[src/rtl/embclk_ser_pkg.sv]
package embclk_ser_pkg;
  localparam int unsigned PAYLOAD_W = 10;
  localparam int unsigned FRAME_W   = PAYLOAD_W + 2;
  localparam int unsigned IDX_W     = $clog2(FRAME_W);

  typedef logic [FRAME_W-1:0] frame_t;

  // bit 0 leaves first: start=1, payload LSB first, stop=0
  function automatic frame_t data_frame(input logic [PAYLOAD_W-1:0] d);
    return {1'b0, d, 1'b1};
  endfunction

  // first half ones, second half zeros: one rising transition per frame
  function automatic frame_t sync_frame();
    frame_t f;
    for (int unsigned i = 0; i < FRAME_W; i++) f[i] = (i < FRAME_W / 2);
    return f;
  endfunction
endpackage

[src/rtl/embclk_wclk_edge.sv]
module embclk_wclk_edge (
  input  logic clk_i,
  input  logic rst_ni,
  input  logic wclk_i,
  input  logic edge_rise_i,
  output logic strobe_o
);
  logic wclk_q;

  always_ff @(posedge clk_i or negedge rst_ni) begin
    if (!rst_ni) wclk_q <= 1'b0;
    else         wclk_q <= wclk_i;
  end

  logic rise, fall;
  assign rise     = wclk_i & ~wclk_q;
  assign fall     = ~wclk_i & wclk_q;
  assign strobe_o = edge_rise_i ? rise : fall;

  assert_single_strobe_R3: assert property (@(posedge clk_i) disable iff (!rst_ni)
    strobe_o |=> !strobe_o);
endmodule

[src/rtl/embclk_sync_ctrl.sv]
module embclk_sync_ctrl #(
  parameter int unsigned SYNC_WORDS = 5
) (
  input  logic clk_i,
  input  logic rst_ni,
  input  logic strobe_i,
  input  logic pwrdn_ni,
  input  logic sync_a_i,
  input  logic sync_b_i,
  output logic sync_now_o
);
  localparam int unsigned CNT_W = $clog2(SYNC_WORDS + 1);
  localparam logic [CNT_W-1:0] CNT_MAX = CNT_W'(SYNC_WORDS);

  logic [CNT_W-1:0] cnt_q;
  logic             req;

  assign req        = sync_a_i | sync_b_i;
  assign sync_now_o = strobe_i & req & (cnt_q >= CNT_MAX - CNT_W'(1));

  always_ff @(posedge clk_i or negedge rst_ni) begin
    if (!rst_ni)                cnt_q <= '0;
    else if (!pwrdn_ni)         cnt_q <= '0;
    else if (strobe_i) begin
      if (!req)                 cnt_q <= '0;
      else if (cnt_q != CNT_MAX) cnt_q <= cnt_q + CNT_W'(1);
    end
  end

  assert_sync_clear_R5: assert property (@(posedge clk_i) disable iff (!rst_ni)
    (strobe_i && pwrdn_ni && !req) |=> cnt_q == '0);
  assert_sync_bound_R4: assert property (@(posedge clk_i) disable iff (!rst_ni)
    cnt_q <= CNT_MAX);
  assert_sync_pd_R7: assert property (@(posedge clk_i) disable iff (!rst_ni)
    !pwrdn_ni |=> cnt_q == '0);
endmodule

[src/rtl/embclk_init_ctrl.sv]
module embclk_init_ctrl #(
  parameter int unsigned INIT_WORDS = 510
) (
  input  logic clk_i,
  input  logic rst_ni,
  input  logic strobe_i,
  input  logic pwrdn_ni,
  output logic ready_o
);
  localparam int unsigned CNT_W = $clog2(INIT_WORDS + 1);
  localparam logic [CNT_W-1:0] CNT_INIT = CNT_W'(INIT_WORDS);

  logic [CNT_W-1:0] cnt_q;

  always_ff @(posedge clk_i or negedge rst_ni) begin
    if (!rst_ni)                      cnt_q <= CNT_INIT;
    else if (!pwrdn_ni)               cnt_q <= CNT_INIT;
    else if (strobe_i && cnt_q != '0) cnt_q <= cnt_q - CNT_W'(1);
  end

  assign ready_o = (cnt_q == '0);

  assert_init_reload_R8: assert property (@(posedge clk_i) disable iff (!rst_ni)
    !pwrdn_ni |=> cnt_q == CNT_INIT);
  assert_ready_sticky_R8: assert property (@(posedge clk_i) disable iff (!rst_ni)
    (ready_o && pwrdn_ni) |=> ready_o);
  assert_init_bound_R8: assert property (@(posedge clk_i) disable iff (!rst_ni)
    cnt_q <= CNT_INIT);
endmodule

[src/rtl/embclk_frame_shifter.sv]
module embclk_frame_shifter
  import embclk_ser_pkg::*;
(
  input  logic   clk_i,
  input  logic   rst_ni,
  input  logic   load_i,
  input  frame_t frame_i,
  input  logic   pwrdn_ni,
  output logic   bit_o,
  output logic   active_o
);
  localparam logic [IDX_W-1:0] LAST = IDX_W'(FRAME_W - 1);

  frame_t           frame_q;
  logic [IDX_W-1:0] idx_q;
  logic             active_q;

  always_ff @(posedge clk_i or negedge rst_ni) begin
    if (!rst_ni) begin
      frame_q <= '0;
      idx_q   <= LAST;
    end else if (load_i) begin
      frame_q <= frame_i;
      idx_q   <= '0;
    end else if (idx_q != LAST) begin
      idx_q   <= idx_q + IDX_W'(1);
    end
  end

  always_ff @(posedge clk_i or negedge rst_ni) begin
    if (!rst_ni)        active_q <= 1'b0;
    else if (!pwrdn_ni) active_q <= 1'b0;
    else if (load_i)    active_q <= 1'b1;
  end

  assign bit_o    = frame_q[idx_q];
  assign active_o = active_q;

  assert_frame_hold_R2: assert property (@(posedge clk_i) disable iff (!rst_ni)
    !load_i |=> $stable(frame_q));
  assert_bit_step_R2: assert property (@(posedge clk_i) disable iff (!rst_ni)
    (!load_i && idx_q != LAST) |=> idx_q == $past(idx_q) + IDX_W'(1));
  assert_start_bit_R1: assert property (@(posedge clk_i) disable iff (!rst_ni)
    (active_q && idx_q == '0) |-> frame_q[0]);
  assert_stop_bit_R1: assert property (@(posedge clk_i) disable iff (!rst_ni)
    (active_q && idx_q == LAST) |-> !frame_q[FRAME_W-1]);
endmodule

[src/rtl/embclk_serializer.sv]
module embclk_serializer
  import embclk_ser_pkg::*;
#(
  parameter int unsigned INIT_WORDS = 510,
  parameter int unsigned SYNC_WORDS = 5
) (
  input  logic                 clk_i,
  input  logic                 rst_ni,
  input  logic                 wclk_i,
  input  logic                 edge_rise_i,
  input  logic [PAYLOAD_W-1:0] din_i,
  input  logic                 sync_a_i,
  input  logic                 sync_b_i,
  input  logic                 en_i,
  input  logic                 pwrdn_ni,
  output logic                 ser_o,
  output logic                 valid_o
);
  logic   strobe, sync_now, ready, load, line_bit, active;
  frame_t next_frame;

  embclk_wclk_edge u_edge (
    .clk_i       (clk_i),
    .rst_ni      (rst_ni),
    .wclk_i      (wclk_i),
    .edge_rise_i (edge_rise_i),
    .strobe_o    (strobe)
  );

  embclk_sync_ctrl #(.SYNC_WORDS(SYNC_WORDS)) u_sync (
    .clk_i      (clk_i),
    .rst_ni     (rst_ni),
    .strobe_i   (strobe),
    .pwrdn_ni   (pwrdn_ni),
    .sync_a_i   (sync_a_i),
    .sync_b_i   (sync_b_i),
    .sync_now_o (sync_now)
  );

  embclk_init_ctrl #(.INIT_WORDS(INIT_WORDS)) u_init (
    .clk_i    (clk_i),
    .rst_ni   (rst_ni),
    .strobe_i (strobe),
    .pwrdn_ni (pwrdn_ni),
    .ready_o  (ready)
  );

  assign load       = strobe & ready & pwrdn_ni;
  assign next_frame = sync_now ? sync_frame() : data_frame(din_i);

  embclk_frame_shifter u_shift (
    .clk_i    (clk_i),
    .rst_ni   (rst_ni),
    .load_i   (load),
    .frame_i  (next_frame),
    .pwrdn_ni (pwrdn_ni),
    .bit_o    (line_bit),
    .active_o (active)
  );

  assign valid_o = en_i & pwrdn_ni & active;
  assign ser_o   = valid_o & line_bit;

  assert_start_on_line_R1: assert property (@(posedge clk_i) disable iff (!rst_ni)
    load |=> (!valid_o || ser_o));
  assert_dark_after_pd_R7: assert property (@(posedge clk_i) disable iff (!rst_ni)
    !pwrdn_ni |=> !valid_o);
  assert_quiet_line_R6: assert property (@(posedge clk_i) disable iff (!rst_ni)
    !valid_o |-> !ser_o);
endmodule

[config.mk]
export PLATFORM = sky130hd
export DESIGN_NAME = embclk_serializer
export DESIGN_NICKNAME = d
export VERILOG_FILES = /design/src/rtl/embclk_ser_pkg.sv /design/src/rtl/embclk_wclk_edge.sv /design/src/rtl/embclk_sync_ctrl.sv /design/src/rtl/embclk_init_ctrl.sv /design/src/rtl/embclk_frame_shifter.sv /design/src/rtl/embclk_serializer.sv
export SDC_FILE = /design/constraint.sdc
export NUM_CORES = 1
export LEC_CHECK = 0
export BUFFER_PORTS_ARGS = -buffer_cell sky130_fd_sc_hd__buf_2
export CORE_MARGIN = 2
export CORE_UTILIZATION = 51
export DETAILED_ROUTE_END_ITERATION = 6
export GPL_TIMING_DRIVEN = 0
export PLACE_DENSITY = 0.74
export SLEW_MARGIN = 0
export SYNTH_ARGS = -nofsm -noshare
export SYNTH_HDL_FRONTEND = slang
export SYNTH_SLANG_ARGS = --single-unit
[constraint.sdc]
create_clock -name clk_i -period 1.8 [get_ports clk_i]
set_clock_uncertainty 0.1 [all_clocks]
set_input_delay 0.36 -clock clk_i [delete_from_list [all_inputs] [get_ports clk_i]]
set_output_delay 0.36 -clock clk_i [all_outputs]
set_load 0.03 [all_outputs]
Word level (Yosys, flattened, before mapping)
Cells that the tools add are included.

Add/sub/neg operators: 3. Magnitude comparators: 2. Equality and inequality tests: 6. Mux-type cells: 14. Bitwise logic cells: 12. Reduce and logical (&&, ||, !) cells: 5.

Operators by type and width (number): $mux 9 (2); $mux 3 (4); $mux 11 (1); $and 1x1->1 (9); $logic_not 9->1 (1); $reduce_bool 9->1 (1); $sub 9x1->9 const B (1); $mux 4 (2); $ne 2x1->1 const B (3); $ne 3x3->1 const B (2); $lt 4x5->1 const B (1); $add 4x1->4 const B (1); $bmux 1 s4 (1); $mux 1 (4); $ne 4x4->1 const B (1); $add 3x1->3 const B (1); $ge 3x3->1 const B (1); $not 1->1 (2); $reduce_and 2->1 (1); $reduce_bool 2->1 (1); $logic_and 1x1->1 (1); $or 1x1->1 (1).

Bits in registers: 30. Bits of input ports: 18. Output and inout port bits: 2. Logic and storage cells: 48.

Longest topological paths before layout
Depth after elaboration: 7. Mapped depth: 7. Depth with buffers taken out: 6.

Modules after synthesis
From an unflattened synthesis, not the netlist that was laid out.

Cells, all modules: 146. Area, all modules: 1640.3 um2.

By module, submodules not included: embclk_frame_shifter (times used 1, cells an instance 54, area an instance 785.8 um2, seq. area each 429.2 um2); embclk_init_ctrl (times used 1, cells an instance 52, area an instance 516.7 um2, seq. area each 235.2 um2); embclk_sync_ctrl (times used 1, cells an instance 21, area an instance 198.9 um2, seq. area each 75.1 um2); embclk_serializer (times used 1, cells an instance 15, area an instance 91.3 um2, seq. area each 0.0 um2); embclk_wclk_edge (times used 1, cells an instance 4, area an instance 47.5 um2, seq. area each 25.0 um2).

Worst setup path after synthesis
Ideal clock, no wire load.

Path kind: reg-to-output. From: register u_shift.idx_q[0]. To: output port ser_o. Arrival time: 1826 ps. Data required time: 1340 ps. Path slack: -486 ps. Stages on the path, launching flop included: 5. Buffers on the path: 1. Cells stage by stage: dfstp_2 clkbuf_1 mux4_2 o211ai_1 a21boi_0.

Longest elaborated chain between the ends: 3.

Ends and longest elaborated chain: from (decl) (line embclk_frame_shifter.sv:15) `logic [IDX_W-1:0] idx_q;`; from (signal assigned) (line embclk_frame_shifter.sv:26) `idx_q <= idx_q + IDX_W'(1);`; $bmux 1 s4 (line embclk_frame_shifter.sv:36) `assign bit_o = frame_q[idx_q];`; $mux 1 (not written as such) (line embclk_frame_shifter.sv:36); $and 1x1->1 (line embclk_serializer.sv:62) `assign ser_o = valid_o & line_bit;`; to (decl) (line embclk_serializer.sv:16) `output logic ser_o,`.

No other way between the ends. The select of a mux whose other input is x is not followed.

Final worst setup path
Same ends and word-level chain as after synthesis.

==> flow_metrics.env <==
export IMPL_power_frac_clock_pct=25.8
export IMPL_cts_inserted_buffers=5
export IMPL_hold_class="in -> reg"
export IMPL_drive_gt1_share_pct=47.24
export IMPL_final_util_pct=69.42
export IMPL_root_buffer="clkbuf_4"
export IMPL_path_max_fanout=3
export IMPL_port_buffers=19
export IMPL_num_nets_final=220
export IMPL_min_period_over_period_pct=129.1
export IMPL_tightestPinTransition_ns=0.6543
export IMPL_setup_slack_ns=-0.5237
export IMPL_start_util_pct=52.79
export IMPL_wl_per_cell_um=15.91
export IMPL_synthArstFlopShare_pct=100.0
export IMPL_drv_cap=0
export IMPL_ys_top_cells_by_area="dfrtp_1 (28%), dfstp_2 (18%), nand2_1 (5.4%)"
export IMPL_die_area_mm2=0.003570
export IMPL_rsz0062_at_grt="true"
export IMPL_yosysTopAreaCellShare_pct=28.41
export IMPL_die_h_um=59.75
export IMPL_critPathBufInv=1
export IMPL_row_count=20
export IMPL_grt_pass1_wl_um=5526
export IMPL_grt_max_degree=30
export IMPL_holdWs_ns=0.1131
export IMPL_nFillCells=219
export IMPL_instances_no_fill=232
export IMPL_p_switching_uw=477.4
export IMPL_drt_wl_total_um=3692
export IMPL_worstSetupStartpointType="flip-flop"
export IMPL_drtAntennaViolNets=0
export IMPL_cpMaxStageDelayCell="dfstp_2"
export IMPL_synth_edf_count=0
export IMPL_path_clk_slew_ns=0.08
export IMPL_ys_warnings_count=0
export IMPL_cts_sinks=29
export IMPL_path_cells="mux4_2 > o211ai_1 > a21boi_2 > buf_6"
export IMPL_core_area_mm2=0.003003
export IMPL_p_leak_nw=0.9211
export IMPL_post_dp_hpwl_um=2378
export IMPL_cpPeakStageDelay_ns=0.58
export IMPL_syn_area_mm2=0.001585
export IMPL_first_pass_iters=6
export IMPL_area_growth_pct=31.49
export IMPL_route_detailed_drc=0
export IMPL_slew_headroom_pct=56.38
export IMPL_synthTopCellsByCount="nand2_1 (23), dfrtp_1 (18), o21ai_0 (17)"
export IMPL_synth_cell_types=43
export IMPL_cp_arrival_ns=1.86
export IMPL_h_tree_depth=2
export IMPL_gp_congestion=0.7978
export IMPL_vdd_drop_max_v=0.0004572
export IMPL_num_antenna_cells=0
export IMPL_worst_setup_path_end_kind="output pin"
export IMPL_min_period_ns=2.324
export IMPL_yosysMostFrequentCell="nand2_1"
export IMPL_p_int_mw=1.134
export IMPL_critPathTopFamily="flip-flops"
export IMPL_setup_viol=6
export IMPL_netlist_instances=156
export IMPL_vias_per_cell=5.707
export IMPL_violations="negative setup slack"
export IMPL_avgSynthCellArea_um2=10.16
export IMPL_synth_top_flop_cell="dfrtp_1"
export IMPL_ctsLongestPathBuffers=2
export IMPL_hold_violations=0
export IMPL_vias=1324
export IMPL_p_per_area_mw_per_mm2=773.2
export IMPL_drtIter0Drc=74
export IMPL_outcome="complete, but fails checks"
export IMPL_die_w_um=59.75
export IMPL_ys_seq_area_share_pct=46.65
export IMPL_grt_usage_pct=21.21
export IMPL_cts_tree="built"
export IMPL_comb_power_share_pct=23.3
export IMPL_yosys_area_top_type="dfrtp_1"
export IMPL_synth_nets=178
export IMPL_ios=20
export IMPL_fmax_ghz=0.4304
export IMPL_seqPwrFrac_pct=51.0
export IMPL_power_total_mw=1.612
export IMPL_grt_pass1_vias=1216
export IMPL_dp_slack_ns=-0.3075
export IMPL_worst_ep_required_time_ns=1.34
export IMPL_clk_insertion_delay_late_ns=0.32
export IMPL_yosys_register_bits=29
export IMPL_worstSetupPathType="reg -> out"
export IMPL_antenna_found_initial=0
export IMPL_maxSlewViolCount=0
export IMPL_sw_frac_of_total_pct=29.62
export IMPL_placed_cells=208
export IMPL_grt_overflow_total=0
final cells by class:
class,instances,area [um2],share of cell area [%]
timing repair buffer,36,247.7,11.88
sequential,29,739.5,35.47
clock buffer,8,58.81,2.821
tap,33,41.29,1.981
multi-input combinational,114,925.9,44.42
inverter,6,22.52,1.080
buffer,6,48.80,2.341
layout by cell type, fill, tap and decap left out, types with 2 or more instances in the layout:
cell	Yosys	routed
a21boi_2	0	2
o21ai_0	17	15
nand2_1	23	23
nor2_1	15	14
mux4_2	2	2
inv_2	0	2
o21ai_2	0	2
buf_4	0	14
nor3b_2	1	2
mux2i_1	3	3
ha_1	4	3
dfrtp_1	18	18
nand2b_1	4	3
or4b_2	3	2
clkbuf_4	0	7
nand3b_1	2	2
clkbuf_1	5	3
o211ai_1	2	2
clkbuf_8	1	2
or4_4	1	3
or3_4	0	2
buf_2	0	19
nor2b_1	3	3
buf_6	1	3
mux2_4	2	3
dfstp_2	11	11
inv_1	6	4
nand3_1	4	3
nor4_4	1	3
cells by family (layout without fill, tap and decap cells):
group | Yosys count | in the layout | share of synthesized area, %
fa+ha+maj | 4 | 4 | 3.157
mux | 8 | 8 | 7.340
simple gates | 70 | 70 | 25.57
xor+xnor | 2 | 2 | 1.105
flops | 29 | 29 | 46.65
buf+inv | 13 | 56 | 4.183
compound gates | 30 | 30 | 12.00
flip-flops by register name, summed over array words and instances (netlist names):
register and count:
u_shift.idx_q 4, u_edge.wclk_q 1, u_sync.cnt_q 3, u_shift.active_o 1, u_shift.frame_q 11, u_init.cnt_q 9
through the flow:
step                TNS, ns  instance area, um2
finish              -0.7964                2085
detailed placement   -1.459                1765
CTS                 -0.7913                1907
global placement    -0.6704                1765
floorplan           -0.2224                1629
global route         -1.253                2085
power groups by stage:
stage	clock, mW	sequential [mW]	combinational, mW
after global placement	0	0.819	0.319
after CTS	0.423	0.821	0.338
after detailed placement	0	0.822	0.336
after floorplan	0	0.803	0.258
after global routing	0.446	0.831	0.423
final	0.415	0.821	0.375
worst reg2reg max path: stages, from the launching register on:
cell and delay, ns:
dfstp_2 0.57, inv_2 0.05, ha_4 0.16, nand2b_4 0.09, nor4_4 0.06, buf_6 0.14, buf_6 0.11, or4_4 0.47
nand3_2 0.07
layer usage:
layer  global-route usage, %  share of wire, %
met1                   27.16                43
met3                   4.545               4.4
met2                   35.25                50
met5                       0                 0
met4                   7.619               2.1
what timing repair did:
action / CTS / global route
hold endpoints to repair: 18 / 0
resized for setup: 13 / 24
pin swaps: 5 / 4
endpoints found under the setup margin: 10 / 23
setup buffers: 6 / 10
hold buffers: 1 / 0
worst paths after layout:
| path | cells past startpoint | to | from | slack [ns] |
|---|---|---|---|---|
| max | 4 | ser_o | u_shift.idx_q[0] | -0.52 |
| min | 1 | u_edge.wclk_q | wclk_i | 0.11 |
| max reg2reg | 8 | u_init.cnt_q[3] | u_init.cnt_q[1] | -0.07 |
| min reg2reg | 1 | u_shift.frame_q[0] | u_shift.frame_q[0] | 0.37 |
| max in group asynchronous | 2 | u_shift.idx_q[2] | rst_ni | 0.67 |
| min in group asynchronous | 2 | u_sync.cnt_q[2] | rst_ni | 0.50 |
Power figures use the tool's default switching activity.
